--- src/rtl/audio_delay_pkg.sv ---
package audio_delay_pkg;
  typedef enum logic {SLOT_WR = 1'b0, SLOT_RD = 1'b1} slot_e;
endpackage

--- src/rtl/audio_delay_slot_seq.sv ---
module audio_delay_slot_seq
  import audio_delay_pkg::*;
(
  input  logic  clk_i,
  input  logic  rst_ni,
  input  logic  wr_req_i,
  input  logic  rd_req_i,
  output slot_e slot_o,
  output logic  wr_fire_o,
  output logic  rd_fire_o
);
  slot_e slot_q;
  logic  wr_pend_q, rd_pend_q;

  assign slot_o    = slot_q;
  assign wr_fire_o = (slot_q == SLOT_WR) && wr_pend_q;
  assign rd_fire_o = (slot_q == SLOT_RD) && rd_pend_q;

  always_ff @(posedge clk_i or negedge rst_ni) begin
    if (!rst_ni) begin
      slot_q    <= SLOT_WR;
      wr_pend_q <= 1'b0;
      rd_pend_q <= 1'b0;
    end else begin
      slot_q    <= (slot_q == SLOT_WR) ? SLOT_RD : SLOT_WR;
      wr_pend_q <= wr_req_i | (wr_pend_q & ~wr_fire_o);
      rd_pend_q <= rd_req_i | (rd_pend_q & ~rd_fire_o);
    end
  end
endmodule

--- src/rtl/audio_delay_ptr_ctr.sv ---
module audio_delay_ptr_ctr #(
  parameter int unsigned W = 17
) (
  input  logic         clk_i,
  input  logic         rst_ni,
  input  logic         inc_i,
  output logic [W-1:0] ptr_o
);
  logic [W-1:0] ptr_q;
  assign ptr_o = ptr_q;

  always_ff @(posedge clk_i or negedge rst_ni) begin
    if (!rst_ni)    ptr_q <= '0;
    else if (inc_i) ptr_q <= ptr_q + 1'b1;
  end
endmodule

--- src/rtl/audio_delay_gate.sv ---
module audio_delay_gate #(
  parameter int unsigned W = 16
) (
  input  logic         clk_i,
  input  logic         rst_ni,
  input  logic [W-1:0] delay_i,
  input  logic         step_i,
  output logic         hold_o
);
  logic         armed_q;
  logic [W-1:0] cnt_q;

  assign hold_o = !armed_q || (cnt_q != '0);

  always_ff @(posedge clk_i or negedge rst_ni) begin
    if (!rst_ni) begin
      armed_q <= 1'b0;
      cnt_q   <= '0;
    end else if (!armed_q) begin
      armed_q <= 1'b1;
      cnt_q   <= delay_i;
    end else if (step_i && cnt_q != '0) begin
      cnt_q <= cnt_q - 1'b1;
    end
  end
endmodule

--- src/rtl/audio_delay_ctrl.sv ---
module audio_delay_ctrl
  import audio_delay_pkg::*;
#(
  parameter int unsigned ADDR_W = 16,
  parameter int unsigned DATA_W = 16
) (
  input  logic              clk_i,
  input  logic              rst_ni,
  input  logic [DATA_W-1:0] smp_i,
  input  logic              smp_valid_i,
  input  logic [ADDR_W-1:0] delay_i,
  input  logic              rd_tick_i,
  output logic [DATA_W-1:0] smp_o,
  output logic              smp_valid_o,
  output logic [ADDR_W-1:0] sram_addr_o,
  output logic [DATA_W-1:0] sram_wdata_o,
  input  logic [DATA_W-1:0] sram_rdata_i,
  output logic              sram_ce_o,
  output logic              sram_we_o,
  output logic              overrun_o
);
  localparam int unsigned PW = ADDR_W + 1;  // extra bit separates full from empty

  slot_e             slot;
  logic              rd_slot;
  logic              wr_fire, rd_fire, hold;
  logic [PW-1:0]     wr_ptr, rd_ptr, level;
  logic              full, empty, rd_ok, rd_inc, lap;
  logic [DATA_W-1:0] wdata_q, out_q;
  logic              out_vld_q, ovr_q;

  audio_delay_slot_seq u_seq (
    .clk_i     (clk_i),
    .rst_ni    (rst_ni),
    .wr_req_i  (smp_valid_i),
    .rd_req_i  (rd_tick_i),
    .slot_o    (slot),
    .wr_fire_o (wr_fire),
    .rd_fire_o (rd_fire)
  );

  audio_delay_gate #(.W(ADDR_W)) u_gate (
    .clk_i   (clk_i),
    .rst_ni  (rst_ni),
    .delay_i (delay_i),
    .step_i  (wr_fire),
    .hold_o  (hold)
  );

  audio_delay_ptr_ctr #(.W(PW)) u_wr_ptr (
    .clk_i  (clk_i),
    .rst_ni (rst_ni),
    .inc_i  (wr_fire),
    .ptr_o  (wr_ptr)
  );

  audio_delay_ptr_ctr #(.W(PW)) u_rd_ptr (
    .clk_i  (clk_i),
    .rst_ni (rst_ni),
    .inc_i  (rd_inc),
    .ptr_o  (rd_ptr)
  );

  assign rd_slot = (slot == SLOT_RD);
  assign level   = wr_ptr - rd_ptr;
  assign full    = level[ADDR_W];
  assign empty   = (level == '0);
  assign lap     = wr_fire && full;
  assign rd_ok   = rd_fire && !hold && !empty;
  assign rd_inc  = rd_ok || lap;  // lap drops the oldest entry

  assign sram_addr_o  = rd_slot ? rd_ptr[ADDR_W-1:0] : wr_ptr[ADDR_W-1:0];
  assign sram_wdata_o = wdata_q;
  assign sram_we_o    = wr_fire;
  assign sram_ce_o    = wr_fire || rd_ok;
  assign smp_o        = out_q;
  assign smp_valid_o  = out_vld_q;
  assign overrun_o    = ovr_q;

  always_ff @(posedge clk_i or negedge rst_ni) begin
    if (!rst_ni) begin
      wdata_q   <= '0;
      out_q     <= '0;
      out_vld_q <= 1'b0;
      ovr_q     <= 1'b0;
    end else begin
      if (smp_valid_i) wdata_q <= smp_i;
      out_vld_q <= rd_fire;
      if (rd_fire) out_q <= rd_ok ? sram_rdata_i : '0;
      if (lap) ovr_q <= 1'b1;
    end
  end
endmodule

--- config.mk ---
export PLATFORM = sky130hd
export DESIGN_NAME = audio_delay_ctrl
export DESIGN_NICKNAME = d
export VERILOG_FILES = /design/src/rtl/audio_delay_pkg.sv /design/src/rtl/audio_delay_slot_seq.sv /design/src/rtl/audio_delay_ptr_ctr.sv /design/src/rtl/audio_delay_gate.sv /design/src/rtl/audio_delay_ctrl.sv
export SDC_FILE = /design/constraint.sdc
export NUM_CORES = 1
export LEC_CHECK = 0
export BUFFER_PORTS_ARGS = -buffer_cell sky130_fd_sc_hd__buf_2
export CORE_MARGIN = 1
export CORE_UTILIZATION = 45
export CTS_CLUSTER_DIAMETER = 200
export DETAILED_ROUTE_END_ITERATION = 10
export GPL_ROUTABILITY_DRIVEN = 0
export PLACE_DENSITY = 0.76
export SLEW_MARGIN = 25
export SYNTH_ARGS = -nofsm -noshare
export SYNTH_HDL_FRONTEND = slang
export SYNTH_SLANG_ARGS = --single-unit
--- constraint.sdc ---
create_clock -name clk_i -period 5.1 [get_ports clk_i]
set_input_delay 1.53 -clock clk_i [delete_from_list [all_inputs] [get_ports clk_i]]
set_output_delay 1.53 -clock clk_i [all_outputs]
set_load 0.01 [all_outputs]
==> results.ini, run 1 <==
[setup_path]
timing.critical_path.from_type=flip-flop
worst-r2r-cell-count=12
crit_fanout=4
timing.critical_path.required_ps=3570
worst_setup_path_end_kind=output port
worstSetupPathType=flip-flop to output port
cpMaxStageDelayCell=sky130_fd_sc_hd__or4_4
cp_common_cell=sky130_fd_sc_hd__a21oi_2
reg2reg_from=u_rd_ptr.ptr_o[3]
rrSetupSlack_ps=1470
worst_r2r_endpoint=u_rd_ptr.ptr_o[1]
worst_ep_arrival_time_ps=3410
slowest_delay_ps=560
worstPathCellList=inv_1 > ha_1 > a21o_1 > a21oi_2 > a21oi_2 > o41a_2 > mux2i_1 > or4_4 > o41ai_4 > nand2b_1 > buf_2

[synthesis]
synth.net_count=537
synth_seq_cells=88
netlist_instances=466
synth.distinct_cells=55
synth-warning-count=0
synth_seq_area_share_pct=45.7
synth_edf_count=0
synth_top_area_share_pct=45.7
synth_top_area_cells=sky130_fd_sc_hd__dfrtp_1, sky130_fd_sc_hd__mux2_2, sky130_fd_sc_hd__xnor2_1
synth_area_um2=4820
syn_avg_cell_area_um2=10.3
postSynth.asyncResetShare_pct=100
synth_area_leader_cell=sky130_fd_sc_hd__dfrtp_1
ys.flop_type=sky130_fd_sc_hd__dfrtp_1

[global_route]
gr-total-overflow=0
antenna_found_initial=0
grt_util_all_layers_pct=20.5
maximum_number_of_pins_on_one_net_before_global_route_repair=89
grt_pass1_vias=3795
global_route_wire_length_before_repair_um=18100

[route]
drt-initial-drc-count=139
route.final.wire_length_um=10800
drt_drc_violations_left=0
drtAntennaViolNets=0
vias_per_cell=5.45
drt-pass1-iter-count=4
dr_total_vias=3877
wl_per_cell_um=15.2

[die]
row_count=37
die_area_um2=11100
chip_height_um=105
num_io_pins=104
placeableCoreArea_um2=10400
dieWidth_um=105
floorplan.initialDensity_pct=46.4

[placed_design]
port_buffers=103
detailedPlacementHpwl_um=7900
preCtsSetupSlack_ps=554
post_dp_cell_area_um2=5470

[final_layout]
drive_above_1_share_pct=29.2
flow.area_growth_from_synthesis_pct=18.4
most_frequent_cells_in_the_layout=sky130_fd_sc_hd__buf_2, sky130_fd_sc_hd__dfrtp_1, sky130_fd_sc_hd__nor2_1
fin_nets=642
layout.filler_cells=931
diodes=0
stdcell_area_um2=5700
mostFrequentLayoutCell=sky130_fd_sc_hd__buf_2

[clock_tree]
cts_hold_repair.buffers=0
worst_skew_pair_later_pin_latency_ps=370
cts_buffers=9
clkTransAtPathRegs_ps=90
numClockSinks=88
buffer_cell_driving_the_clock_tree_root=sky130_fd_sc_hd__clkbuf_8
htree_levels=3
tritoncts_clock_tree=done
max_clock_buf_depth=2

[timing]
timing_max_transition_violations_final=0
post-route-period-util_pct=96.9
tightest_slew_ps=862
grt_setup_unrepaired=no
timing.max_slew.rel_slack_pct=42.4
setup_total_negative_slack_ps=0
setup_viol=0
fin_worst_hold_slack_ps=479
setup_slack_ps=160
finalHoldViolations=0
max_freq_ghz=0.202
min_period_ps=4940
fin_worst_skew_ps=14.0

[power]
vdd.ir_drop.worst_mv=0.175
cellPowerDensity_nw_per_um2=370
cellLeakagePower_nw=2.70

[worst_hold_path]
destination_of_the_worst_hold_path=u_seq.wr_pend_q
worst_hold_path_type=flip-flop to flip-flop
hp-start=u_seq.wr_pend_q
hold_path_cells=1

[run]
drv.max_cap_violation_count=0

[outcome]
run_status=complete, no violations

[final cells by class]
class                      instances  area, um2  area share [%]
clock buffer                       9        124            2.17
clock inverter                     7       85.1            1.49
inverter                          22       82.6            1.45
multi-input combinational        342       2480            43.5
sequential                        88       2200            38.6
tap                              136        170            2.98
timing repair buffer             108        559            9.81
[flip-flops by register name, summed over array words and instances, names as in the netlist]
register	flops
u_seq.slot_o	1
u_gate.cnt_q	16
u_wr_ptr.ptr_o	17
sram_wdata_o	16
overrun_o	1
u_seq.wr_pend_q	1
smp_o	16
u_rd_ptr.ptr_o	17
u_gate.armed_q	1
u_seq.rd_pend_q	1
smp_valid_o	1
[routing by layer]
metal / wire, um / up-vias / GRT usage [%]
met5: 0 / - / 0
met4: 203 / 0 / 9.46
met3: 394 / 19 / 2.91
met2: 5380 / 99 / 33.8
met1: 4830 / 1881 / 26.6
li1: - / 1878 / -
[kinds of logic after synthesis]
logic type	after synthesis	synth area share [%]
compound gates	95	15.0
xor+xnor	50	9.09
fa+ha+maj	19	4.94
buf+inv	36	2.96
flops	88	45.7
mux	36	8.34
other cells	1	0.0779
simple gates	141	13.9
[worst max-delay path by stage]
stage / start / to / depth (start not counted)
after global placement: u_rd_ptr.ptr_o[1] / sram_ce_o / 11
after global routing: u_rd_ptr.ptr_o[3] / sram_ce_o / 11
after detailed placement: u_rd_ptr.ptr_o[1] / sram_ce_o / 11
after floorplan: u_rd_ptr.ptr_o[1] / sram_ce_o / 11
final: u_rd_ptr.ptr_o[3] / sram_ce_o / 11
after CTS: u_rd_ptr.ptr_o[1] / sram_ce_o / 11
[cell usage after synthesis (5+ instances only)]
cell / number
sky130_fd_sc_hd__xor2_1: 14
sky130_fd_sc_hd__a2111oi_0: 5
sky130_fd_sc_hd__a22o_1: 16
sky130_fd_sc_hd__clkbuf_1: 12
sky130_fd_sc_hd__nand2b_1: 6
sky130_fd_sc_hd__nand4_1: 7
sky130_fd_sc_hd__nor4_1: 8
sky130_fd_sc_hd__a21o_1: 7
sky130_fd_sc_hd__nand2_1: 30
sky130_fd_sc_hd__nor3_1: 13
sky130_fd_sc_hd__mux2_2: 32
sky130_fd_sc_hd__xnor2_1: 36
sky130_fd_sc_hd__nor2_1: 44
sky130_fd_sc_hd__ha_1: 19
sky130_fd_sc_hd__nand3_1: 16
sky130_fd_sc_hd__inv_1: 22
sky130_fd_sc_hd__a21oi_1: 27
sky130_fd_sc_hd__dfrtp_1: 88
[report_power, final]
part	internal (mW)	switching (mW)	total [mW]
combinational	0.354	0.404	0.757
sequential	0.765	0.0812	0.846
clock	0.236	0.273	0.509
total	1.35	0.757	2.11
[stage by stage]
stage	utilization, %	instances	total power [mW]
4_1_cts	54.8	710	2.10
2_1_floorplan	-	466	1.41
6_report	55.0	712	2.11
3_3_place_gp	52.7	694	1.55
3_5_place_dp	52.8	694	1.58
5_1_grt	55.0	712	2.24
[critical path: cells and delay by family (launching register included)]
family	cells	cell delay [ps]
compound gates	5	1280
simple gates	2	670
flops	1	400
fa+ha+maj	1	340
buf+inv	2	240
mux	1	120
[timing repair]
action | CTS | global route
resized for setup | 0 | 1
hold endpoints to repair | 0 | 0
buffers inserted | 0 | 2
endpoints found under the setup margin | 0 | 1
Power figures use the tool's default switching activity.
==> run 2, diff against run 1 <==
CTS_BUF_LIST = sky130_fd_sc_hd__clkbuf_4   (was not set)
==> results.ini, run 2 (synthesis results as in run 1) <==
[die]
chip_height_um=105  ; unchanged
dieWidth_um=105  ; unchanged
row_count=37  ; unchanged
die_area_um2=11100  ; unchanged
placeableCoreArea_um2=10400  ; unchanged
num_io_pins=104  ; unchanged
floorplan.initialDensity_pct=46.4  ; unchanged

[setup_path]
worst_ep_arrival_time_ps=3400  ; about the same
worst_setup_path_end_kind=output port
worst_r2r_endpoint=u_rd_ptr.ptr_o[1]
rrSetupSlack_ps=1580  ; +110 ps
timing.critical_path.from_type=flip-flop
crit_fanout=5  ; +1
worst-r2r-cell-count=11  ; -1
reg2reg_from=u_wr_ptr.ptr_o[3]
timing.critical_path.required_ps=3570  ; about the same
worstSetupPathType=flip-flop to output port

[timing]
timing.max_slew.rel_slack_pct=41.6  ; -0.86 points
post-route-period-util_pct=96.8  ; -0.11 points
setup_slack_ps=165  ; +5.58 ps
finalHoldViolations=0  ; unchanged
setup_viol=0  ; unchanged
timing_max_transition_violations_final=0  ; unchanged
tightest_slew_ps=875  ; +12.9 ps
fin_worst_skew_ps=20.1  ; +6.08 ps
min_period_ps=4930  ; -5.58 ps
max_freq_ghz=0.203  ; +0.11%

[run]
drv.max_cap_violation_count=0  ; unchanged

[global_route]
grt_pass1_vias=3812  ; +0.45%
global_route_wire_length_before_repair_um=18100  ; +0.30%
gr-total-overflow=0  ; unchanged
grt_util_all_layers_pct=20.5  ; about the same
antenna_found_initial=0  ; unchanged
maximum_number_of_pins_on_one_net_before_global_route_repair=89  ; unchanged

[route]
route.final.wire_length_um=11000  ; +1.5%
vias_per_cell=5.46  ; +0.27%
wl_per_cell_um=15.3  ; +1.1%
dr_total_vias=3904  ; +0.70%
drtAntennaViolNets=0  ; unchanged
drt-initial-drc-count=154  ; +11%
drt_drc_violations_left=0  ; unchanged
drt-pass1-iter-count=4  ; unchanged

[worst_hold_path]
hold_path_cells=1  ; unchanged
worst_hold_path_type=flip-flop to flip-flop
hp-start=u_seq.wr_pend_q
destination_of_the_worst_hold_path=u_seq.wr_pend_q

[final_layout]
diodes=0  ; unchanged
fin_nets=645  ; +0.47%
mostFrequentLayoutCell=sky130_fd_sc_hd__buf_2
flow.area_growth_from_synthesis_pct=18.3
most_frequent_cells_in_the_layout=sky130_fd_sc_hd__buf_2, sky130_fd_sc_hd__dfrtp_1, sky130_fd_sc_hd__nor2_1
drive_above_1_share_pct=30.1  ; +0.89 points
layout.filler_cells=937  ; +0.64%
final_util_pct=54.9  ; -0.072 points
stdcell_area_um2=5700  ; -0.13%

[placed_design]
post_dp_cell_area_um2=5470  ; unchanged
preCtsSetupSlack_ps=554  ; unchanged
port_buffers=103  ; unchanged
detailedPlacementHpwl_um=7900  ; unchanged

[clock_tree]
cts_hold_repair.buffers=0  ; unchanged
cts_buffers=9  ; unchanged
clkTransAtPathRegs_ps=140  ; +50 ps
htree_levels=3  ; unchanged
worst_skew_pair_later_pin_latency_ps=460  ; +90 ps
tritoncts_clock_tree=done
max_clock_buf_depth=2  ; unchanged
numClockSinks=88  ; unchanged
buffer_cell_driving_the_clock_tree_root=sky130_fd_sc_hd__clkbuf_4

[outcome]
run_status=complete, no violations

[power]
cellLeakagePower_nw=2.69  ; -0.18%
cellPowerDensity_nw_per_um2=365  ; -1.4%
vdd.ir_drop.worst_mv=0.168  ; -4.0%

[run 2: cell type report]
| cell class | instances | area (um2) | share of cell area, % |
|---|---|---|---|
| Multi-Input combinational cell | 342 | 2500 | 44.0 |
| Inverter | 22 | 82.6 | 1.45 |
| Clock inverter | 7 | 85.1 | 1.49 |
| Clock buffer | 9 | 67.6 | 1.19 |
| Tap cell | 136 | 170 | 2.99 |
| Sequential cell | 88 | 2200 | 38.7 |
| Timing Repair Buffer | 111 | 582 | 10.2 |
[run 2: worst max-delay path, cell delays in order, from the launching register on]
cell and delay (ps):
sky130_fd_sc_hd__dfrtp_1 470, sky130_fd_sc_hd__ha_1 330, sky130_fd_sc_hd__a21o_1 200, sky130_fd_sc_hd__a21oi_4 210, sky130_fd_sc_hd__a21oi_2 100, sky130_fd_sc_hd__o41a_2 400
sky130_fd_sc_hd__mux2i_1 130, sky130_fd_sc_hd__or4_4 560, sky130_fd_sc_hd__o41ai_4 310, sky130_fd_sc_hd__nand2b_1 110, sky130_fd_sc_hd__buf_2 150
[run 2: how the worst max path moves through the flow]
stage	start	cells past startpoint	slack (ps)	end
floorplan	u_rd_ptr.ptr_o[1]	11	550	sram_ce_o
global placement	u_rd_ptr.ptr_o[1]	11	610	sram_ce_o
detailed placement	u_rd_ptr.ptr_o[1]	11	550	sram_ce_o
CTS	u_rd_ptr.ptr_o[1]	11	30	sram_ce_o
global route	u_rd_ptr.ptr_o[1]	12	-60	sram_ce_o
finish	u_wr_ptr.ptr_o[3]	10	170	sram_ce_o
[run 2: power breakdown]
| group | switching (mW) | internal [mW] |
|---|---|---|
| clock network | 0.265 | 0.159 |
| registers | 0.0798 | 0.766 |
| logic | 0.423 | 0.386 |
[run 2: through the flow]
stage | instances | setup TNS (ps) | hold WS [ps] | power [mW]
floorplan | 466 | 0 | 446 | 1.41
global placement | 694 | 0 | 451 | 1.55
detailed placement | 694 | 0 | 461 | 1.58
CTS | 710 | 0 | 492 | 2.01
global route | 715 | -59.5 | 500 | 2.21
finish | 715 | 0 | 489 | 2.08
[run 2: routing by layer]
metal / vias up / GRT usage, % / part of all wire (%) / wire, um
met5: - / 0 / 0 / 0
met4: 0 / 7.14 / 1.8 / 199
met3: 22 / 3.77 / 4.6 / 500
met2: 114 / 33.9 / 49 / 5420
met1: 1891 / 26.9 / 44 / 4840
li1: 1877 / - / - / -
[run 2: what timing repair did]
| action | 4_1_cts | 5_1_grt |
|---|---|---|
| buffers inserted | 0 | 5 |
| setup endpoints to repair | 0 | 1 |
| gates resized for setup | 0 | 5 |
